File: src/rtl/i2c_wake_pkg.sv
package i2c_wake_pkg;
  typedef enum logic [1:0] {
    ST_IDLE,
    ST_ADDR,
    ST_ACK_WAIT,
    ST_ACK_DRIVE
  } wake_st_e;
endpackage

File: src/rtl/i2c_wake_sync.sv
module i2c_wake_sync #(
  parameter int   STAGES    = 2,
  parameter logic RESET_VAL = 1'b1
) (
  input  logic clk,
  input  logic rst,
  input  logic din,
  output logic dout,
  output logic rise,
  output logic fall
);
  logic [STAGES-1:0] chain;
  logic              last;

  always_ff @(posedge clk) begin
    if (rst) begin
      chain <= {STAGES{RESET_VAL}};
      last  <= RESET_VAL;
    end else begin
      chain <= {chain[STAGES-2:0], din};
      last  <= chain[STAGES-1];
    end
  end

  assign dout = chain[STAGES-1];
  assign rise = dout & ~last;
  assign fall = ~dout & last;
endmodule

File: src/rtl/i2c_wake_busmon.sv
module i2c_wake_busmon (
  input  logic clk,
  input  logic rst,
  input  logic scl_lvl,
  input  logic sda_rise,
  input  logic sda_fall,
  output logic start_det,
  output logic stop_det,
  output logic busy
);
  assign start_det = sda_fall & scl_lvl;
  assign stop_det  = sda_rise & scl_lvl;

  always_ff @(posedge clk) begin
    if (rst)            busy <= 1'b0;
    else if (start_det) busy <= 1'b1;
    else if (stop_det)  busy <= 1'b0;
  end

  p_cond_exclusive_r2: assert property (@(posedge clk) disable iff (rst)
    !(start_det && stop_det));
endmodule

File: src/rtl/i2c_wake_addr.sv
module i2c_wake_addr
  import i2c_wake_pkg::*;
#(
  parameter int ADDR_W = 7
) (
  input  logic              clk,
  input  logic              rst,
  input  logic              sleep_en,
  input  logic              start_det,
  input  logic              stop_det,
  input  logic              scl_rise,
  input  logic              scl_fall,
  input  logic              sda_lvl,
  input  logic [ADDR_W-1:0] own_addr,
  output logic              wake_irq,
  output logic              pull_low,
  output logic              rw_bit
);
  localparam int BYTE_W = ADDR_W + 1;
  localparam int CNT_W  = $clog2(BYTE_W);

  wake_st_e          st;
  logic [CNT_W-1:0]  cnt;
  logic [BYTE_W-1:0] shreg;
  logic [BYTE_W-1:0] byte_nx;
  logic              last_bit;

  assign byte_nx  = {shreg[BYTE_W-2:0], sda_lvl};
  assign last_bit = (cnt == CNT_W'(BYTE_W-1));

  always_ff @(posedge clk) begin
    if (rst) begin
      st       <= ST_IDLE;
      cnt      <= '0;
      shreg    <= '0;
      wake_irq <= 1'b0;
      pull_low <= 1'b0;
      rw_bit   <= 1'b0;
    end else begin
      wake_irq <= 1'b0;
      if (!sleep_en) begin
        st       <= ST_IDLE;
        pull_low <= 1'b0;
      end else if (start_det) begin
        st       <= ST_ADDR;
        cnt      <= '0;
        pull_low <= 1'b0;
      end else if (stop_det) begin
        st       <= ST_IDLE;
        pull_low <= 1'b0;
      end else begin
        case (st)
          ST_ADDR: begin
            if (scl_rise) begin
              shreg <= byte_nx;
              if (last_bit) begin
                if (byte_nx[BYTE_W-1:1] == own_addr) begin
                  wake_irq <= 1'b1;
                  rw_bit   <= byte_nx[0];
                  st       <= ST_ACK_WAIT;
                end else begin
                  st <= ST_IDLE;
                end
              end else begin
                cnt <= cnt + 1'b1;
              end
            end
          end
          ST_ACK_WAIT: begin
            if (scl_fall) begin
              st       <= ST_ACK_DRIVE;
              pull_low <= 1'b1;
            end
          end
          ST_ACK_DRIVE: begin
            if (scl_fall) begin
              st       <= ST_IDLE;
              pull_low <= 1'b0;
            end
          end
          default: ;
        endcase
      end
    end
  end

  p_wake_pulse_r5: assert property (@(posedge clk) disable iff (rst)
    wake_irq |=> !wake_irq);
endmodule

File: src/rtl/i2c_wake_detect.sv
module i2c_wake_detect #(
  parameter int ADDR_W      = 7,
  parameter int SYNC_STAGES = 2
) (
  input  logic              clk,
  input  logic              rst,
  input  logic              scl_in,
  input  logic              sda_in,
  input  logic [ADDR_W-1:0] own_addr,
  input  logic              sleep_en,
  output logic              sda_pull_low,
  output logic              wake_irq,
  output logic              bus_busy,
  output logic              rw_bit
);
  localparam int LINES = 2;
  localparam int L_SCL = 0;
  localparam int L_SDA = 1;

  logic [LINES-1:0] raw;
  logic [LINES-1:0] lvl;
  logic [LINES-1:0] rise;
  logic [LINES-1:0] fall;
  logic             start_det;
  logic             stop_det;

  assign raw[L_SCL] = scl_in;
  assign raw[L_SDA] = sda_in;

  for (genvar g = 0; g < LINES; g++) begin : g_sync
    i2c_wake_sync #(.STAGES(SYNC_STAGES), .RESET_VAL(1'b1)) u_sync (
      .clk  (clk),
      .rst  (rst),
      .din  (raw[g]),
      .dout (lvl[g]),
      .rise (rise[g]),
      .fall (fall[g])
    );
  end

  i2c_wake_busmon u_busmon (
    .clk       (clk),
    .rst       (rst),
    .scl_lvl   (lvl[L_SCL]),
    .sda_rise  (rise[L_SDA]),
    .sda_fall  (fall[L_SDA]),
    .start_det (start_det),
    .stop_det  (stop_det),
    .busy      (bus_busy)
  );

  i2c_wake_addr #(.ADDR_W(ADDR_W)) u_addr (
    .clk       (clk),
    .rst       (rst),
    .sleep_en  (sleep_en),
    .start_det (start_det),
    .stop_det  (stop_det),
    .scl_rise  (rise[L_SCL]),
    .scl_fall  (fall[L_SCL]),
    .sda_lvl   (lvl[L_SDA]),
    .own_addr  (own_addr),
    .wake_irq  (wake_irq),
    .pull_low  (sda_pull_low),
    .rw_bit    (rw_bit)
  );

  p_ack_scl_low_r6: assert property (@(posedge clk) disable iff (rst)
    $rose(sda_pull_low) |-> !lvl[L_SCL]);
  p_wake_in_txn_r5: assert property (@(posedge clk) disable iff (rst)
    wake_irq |-> bus_busy);
  p_pull_asleep_r10: assert property (@(posedge clk) disable iff (rst)
    sda_pull_low |-> $past(sleep_en));
  p_no_wake_awake_r3: assert property (@(posedge clk) disable iff (rst)
    !$past(sleep_en) |-> !wake_irq);
endmodule

File: config.mk
export PLATFORM = sky130hd
export DESIGN_NAME = i2c_wake_detect
export DESIGN_NICKNAME = d
export VERILOG_FILES = /design/src/rtl/i2c_wake_pkg.sv /design/src/rtl/i2c_wake_sync.sv /design/src/rtl/i2c_wake_busmon.sv /design/src/rtl/i2c_wake_addr.sv /design/src/rtl/i2c_wake_detect.sv
export SDC_FILE = /design/constraint.sdc
export NUM_CORES = 1
export LEC_CHECK = 0
export ABC_AREA = 1
export ABC_CLOCK_PERIOD_IN_PS = 2100
export CORE_MARGIN = 3
export CORE_UTILIZATION = 25
export DETAILED_ROUTE_END_ITERATION = 10
export DONT_BUFFER_PORTS = 1
export PLACE_DENSITY_LB_ADDON = 0.05
export SYNTH_ARGS = -nofsm -noshare
export SYNTH_HDL_FRONTEND = slang
export SYNTH_SLANG_ARGS = --single-unit
File: constraint.sdc
create_clock -name clk -period 2.1 [get_ports clk]
set_input_delay 0.21 -clock clk [delete_from_list [all_inputs] [get_ports clk]]
set_output_delay 0.21 -clock clk [all_outputs]
set_load 0.005 [all_outputs]
==> qor.yml, run 1 <==
die_w_um: 74.2
n_antenna_cell: 0
vias: 917
numClockSinks: 22
drive_above_1_share_pct: 16.0
p_leak_nw: 0.579
synth_top_family_by_area: "simple AND/OR/NAND/NOR gates"
viasPerCell: 4.29
synth_compound_area_share_pct: 13.6
yosysSeqAreaShare_pct: 37.9
critPathMaxStageDelay_ps: 410
cts_buffers: 3
path_class: "register to register"
cts_tree: "built"
outcome: "complete, no violations"
crit_path_end_kind: "register"
clock_skew_ps: 3.34
clockPowerShare_pct: 38.9
hold_path_class: "primary input to register"
ir_drop_mv: 0.273
switching_share_pct: 22.8
drtIter0Drc: 49
postCtsSetupBuffers: 0
fin_nets: 181
synth_top_area_cell: "dfxtp_1"
slew_viol_final: 0
ys.flop_type: "dfxtp_1"
clock.fmax_mhz: 670
gp_congestion: 0.819
synth_area_um2: 1160
track_usage_pct: 9.75
yosys_warnings: 0
die_area_um2: 5500
io_pins: 16
setup_tns_ps: 0
area_growth_pct: 10.4
synth-simple-area-share_pct: 30.7
wl_um: 2340
synth_edf_count: 0
grt_overflow: 0
power.density_nw_per_um2: 620
grt_pass1_vias: 901
insertion_delay_ps: 260
wire_per_inst_um: 10.9
ys_ff_latch: 22
worstPathRequired_ps: 2270
die_h_um: 74.2
final_util_pct: 29.1
hold_viol: 0
syn-num-nets: 176
post-route-period-util_pct: 71.0
initial_utilization_pct: 26.3
max_cap_viol_count: 0
avgSynthCellArea_um2: 7.36
rsz0062_at_grt: "no"
drc: 0
htree_num_levels: 1
synth_xor_area_share_pct: 0.753
path_clk_slew_ps: 80
synthAdderAreaFrac_pct: 6.46
grt_pass1_wl_um: 4020
synth_area_leaders: "dfxtp_1 (38%), nand2_1 (12%), inv_1 (7.8%), ha_1 (6.5%), a21oi_1 (4.3%)"
p_switching_mw: 0.181
final_cell_mix: "nand2_1 (36), inv_1 (24), dfxtp_1 (22)"
num_rows: 24
fp.coreArea_um2: 4410
tightest_slew_ps: 363
antenna_found_initial: 0
cp_slowest_cell: "dfxtp_1"
start_kind: "register"
setup-violations-final: 0
postSynth.asyncResetShare_pct: 0
dp_hpwl_um: 1820
syn-instance-count: 158
p_int_mw: 0.614
cpMostUsedCell: "nand2_1"
portBuffers: 0
max_slew_margin_pct: 75.8
root_buffer: "clkbuf_8"
grt_start_max_net_pins: 14
synth_top_area_share_pct: 37.9
period_minus_slack_ps: 1490
pwr-share-comb_pct: 7.0
synth.area.mux_share_pct: 0
place_area_um2: 1210
final_area_um2: 1280
path_max_fanout: 6
p_total_mw: 0.795
seq_power_share_pct: 54.1
ant_nets: 0
synthDistinctLibCells: 25
first_pass_iters: 4
ctsLongestPathBuffers: 2
path_cells: "inv_1 -> ha_1 -> nand2_1 -> o21ai_0 -> nor2_1 -> nand2_1 -> nand2_1 -> nand3_1 -> nand2_1 -> inv_1"
mostFrequentLayoutCell: "nand2_1"
crit_arrival_ps: 1660
cell usage after synthesis (4+ instances only):
cell / count
or2_2: 4
nor2_1: 13
a21oi_2: 5
inv_1: 24
dfxtp_1: 22
inv_2: 4
o21ai_1: 6
a21oi_1: 10
nand3_1: 10
ha_1: 6
nand2_1: 36
per-stage QoR:
step | cells | hold WS, ps | setup WS, ps
after floorplan | 158 | 314 | 762
after global placement | 208 | 282 | 667
after detailed placement | 208 | 285 | 607
after CTS | 213 | 0.405 | 611
after global routing | 214 | 24.6 | 400
final | 214 | 41.8 | 608
cell type report:
cell class | count | area, um2
Inverter | 28 | 105
Timing Repair Buffer | 2 | 20.0
Fill cell | 482 | 3130
Clock buffer | 4 | 55.1
Sequential cell | 22 | 440
Tap cell | 52 | 65.1
Multi-Input combinational cell | 106 | 598
cells by family after synthesis:
| family | Yosys count |
|---|---|
| AOI/OAI and AO/OA | 26 |
| and+or+nand+nor | 73 |
| buffers and inverters | 30 |
| DFF | 22 |
| xor gates and xnor gates | 1 |
| adders and majority gates | 6 |
worst max-delay path, delay by kind of cell (launching register included):
kind                     cells  cell delay [ps]
AO/OA/AOI/OAI                1               90
adder cells (fa/ha/maj)      1              280
buffers and inverters        2              120
flip-flops                   1              410
AND/OR/NAND/NOR              6              510
final timing paths:
check,from,slack [ps],cells past startpoint,to
worst min register to register,g_sync[0].u_sync.chain[0],410,1,g_sync[0].u_sync.chain[1]
worst max-delay path,u_addr.st[1],610,10,u_addr.st[0]
worst max register to register,u_addr.st[1],610,10,u_addr.st[0]
worst min-delay path,scl_in,40,1,g_sync[0].u_sync.chain[0]
registers in the layout, indices dropped and copies added (netlist names):
signal,count
u_addr.shreg,7
g_sync.u_sync.chain,4
u_addr.cnt,3
g_sync.u_sync.last,2
u_addr.st,2
u_addr.pull_low,1
u_addr.rw_bit,1
u_addr.wake_irq,1
u_busmon.busy,1
power groups by stage:
stage          logic (mW)  registers [mW]  clock network [mW]
6_report           0.0558           0.430               0.310
5_1_grt            0.0649           0.432               0.348
4_1_cts            0.0554           0.430               0.331
3_5_place_dp       0.0521           0.440                   0
3_3_place_gp       0.0522           0.440                   0
2_1_floorplan      0.0455           0.439                   0
what timing repair did:
item                      CTS  global route
gates resized for setup     0             0
hold endpoints to repair    4             1
hold buffers                1             1
per-layer routing:
layer  wire length, um  vias to the layer above  track usage (%)
met1              1170                      399             11.5
met4                36                        0             3.82
li1                  -                      502                -
met3               100                        4             3.51
met5                 0                        -                0
met2              1040                       12             16.1
Note: power is estimated with default switching activity, not from simulation.
==> run 2: changes to the inputs <==
Settings changed: ABC_AREA 1 to 0, ABC_CLOCK_PERIOD_IN_PS 2100 to 1450.
Clock period 2.1 ns to 1.45 ns, I/O delays scaled along.
==> run 2 against run 1 <==
Against the previous run: the run now ends with hold timing, setup timing left; global-route usage increased by 0.051 points; via count decreased by 9.2%; clock-buffer cell count decreased by 1; design area increased by 17%; combinational power increased by 45%; critical path type unchanged.
==> qor.yml, run 2 <==
outcome: "finished, violations left"
failed_checks: "hold timing, setup timing"
grt_overflow: 0
final_cell_mix: "dfxtp_1 (17), nor2_1 (11), buf_4 (11)"
hold_path_class: "primary input to register"
cp_slowest_cell: "dfxtp_4"
largest_reg_flops: 7
slew_viol_final: 0
area_growth_pct: 44.7
root_buffer: "clkbuf_8"
vias: 833
period_minus_slack_ps: 1560
postSynth.asyncResetShare_pct: 0
setup-violations-final: 5
wire_per_inst_um: 13.1
yosys_warnings: 0
synthDistinctLibCells: 32
max_cap_viol_count: 0
n_antenna_cell: 0
track_usage_pct: 9.81
clock_skew_ps: 4.10
finalHoldWorstSlack_ps: -72.5
hold_viol: 12
clockPowerShare_pct: 45.3
die_area_um2: 4980
numClockSinks: 22
wl_um: 2350
critPathMaxStageDelay_ps: 400
antenna_found_initial: 0
insertion_delay_ps: 260
path_class: "register to register"
ctsLongestPathBuffers: 2
synth_area_um2: 1040
top_regs: "u_addr.shreg (7), g_sync.u_sync.chain (4), u_addr.cnt (3)"
dp_hpwl_um: 1660
grt_start_max_net_pins: 19
max_slew_margin_pct: 80.4
synth_common_cells: "dfxtp_1 (22), nor2_1 (12), mux2i_1 (9)"
ys.flop_type: "dfxtp_1"
synth_edf_count: 0
p_int_mw: 1.03
mostFrequentLayoutCell: "dfxtp_1"
htree_num_levels: 1
cts_buffers: 3
drc: 0
cts-hold-fix-buffers: 8
worstPathRequired_ps: 1600
viasPerCell: 4.63
ant_nets: 0
path_cells: "inv_4 -> ha_4 -> o221a_4 -> and2_4 -> o311ai_2 -> a21oi_1"
registers.top_by_ff_count: "u_addr.shreg"
synth.most_common_cell: "dfxtp_1"
drive_above_1_share_pct: 38.6
setup_tns_ps: -228
synth_top_area_cell: "dfxtp_1"
clock.fmax_mhz: 640
timing.final.ws_setup_ps: -113
die_h_um: 70.6
power.density_nw_per_um2: 849
final_area_um2: 1510
cts_tree: "built"
post-route-period-util_pct: 108
fin_nets: 151
synth_area_leaders: "dfxtp_1 (42%), mux2i_1 (8.6%), ha_1 (7.2%), nor2_1 (4.3%), a21oi_1 (3.8%)"
pwr-share-comb_pct: 6.3
seq_power_share_pct: 48.4
tightest_slew_ps: 291
path_max_fanout: 4
initial_utilization_pct: 27.2
gp_congestion: 0.722
syn-num-nets: 128
io_pins: 16
die_w_um: 70.6
rsz0062_at_grt: "yes"
grt_pass1_wl_um: 3880
fp.coreArea_um2: 3830
p_leak_nw: 0.520
postCtsSetupBuffers: 0
place_ws_ps: -120
place_area_um2: 1260
yosysSeqAreaShare_pct: 42.3
first_pass_iters: 4
switching_share_pct: 19.9
synth_top_area_share_pct: 42.3
grt_pass1_vias: 823
start_kind: "register"
p_switching_mw: 0.255
path_clk_slew_ps: 80
drtIter0Drc: 15
avgSynthCellArea_um2: 9.48
portBuffers: 0
syn-instance-count: 110
crit_path_end_kind: "register"
num_rows: 22
crit_arrival_ps: 1720
ir_drop_mv: 0.448
ys_ff_latch: 22
run 2: worst paths after layout:
path	from	end	depth (start not counted)	slack, ps
hold reg to reg	u_addr.rw_bit	u_addr.rw_bit	2	490
hold / removal	rst	u_addr.cnt[1]	1	-70
setup reg to reg	u_addr.st[0]	u_addr.st[0]	6	-110
setup / recovery	u_addr.st[0]	u_addr.st[0]	6	-110
run 2: cell type report:
type / instances / area (um2)
fill: 386 / 2320
multi-input combinational: 81 / 716
sequential: 22 / 452
timing repair buffer: 20 / 183
tap: 48 / 60.1
clock buffer: 3 / 41.3
clock inverter: 1 / 30.0
inverter: 5 / 26.3
run 2: stage by stage:
step | util [%] | instances | power, mW
final | 39.4 | 180 | 1.28
after global routing | 39.4 | 180 | 1.34
after CTS | 38.5 | 180 | 1.31
after detailed placement | 32.9 | 168 | 0.695
after global placement | 32.9 | 168 | 0.696
after floorplan | - | 110 | 0.683
run 2: timing repair:
item	4_1_cts	5_1_grt
endpoints found under the hold margin	18	12
resized for setup	13	9
pin swaps	8	2
endpoints found under the setup margin	5	13
run 2: logic make-up (layout without fill, tap and decap cells):
group	count (synthesis)	count (layout)	synth area share, %
AND/OR/NAND/NOR	42	42	23.2
adder cells (fa/ha/maj)	6	6	7.20
AO/OA/AOI/OAI	16	16	9.48
buffers and inverters	7	29	2.52
multiplexers	9	9	8.64
XOR/XNOR	8	8	6.72
flip-flops	22	22	42.3
run 2: critical path: cells and delay by family, from the launching register on:
| family | cells | cell delay [ps] |
|---|---|---|
| adders and majority gates | 1 | 240 |
| and+or+nand+nor | 1 | 150 |
| buffers and inverters | 1 | 60 |
| DFF | 1 | 400 |
| AOI/OAI and AO/OA | 3 | 610 |
run 2: routing by layer:
| metal | vias to the layer above | wire (um) | track usage [%] |
|---|---|---|---|
| met5 | - | 0 | 0 |
| met4 | 0 | 10 | 2.30 |
| met3 | 2 | 126 | 3.98 |
| met2 | 17 | 1150 | 16.3 |
| met1 | 390 | 1070 | 11.9 |
| li1 | 424 | - | - |
run 2: power by group through the flow:
stage | clock network [mW] | logic [mW] | registers (mW)
floorplan | 0 | 0.0483 | 0.635
detailed placement | 0 | 0.0592 | 0.636
CTS | 0.613 | 0.0780 | 0.619
global placement | 0 | 0.0596 | 0.636
finish | 0.580 | 0.0809 | 0.619
global route | 0.635 | 0.0887 | 0.621
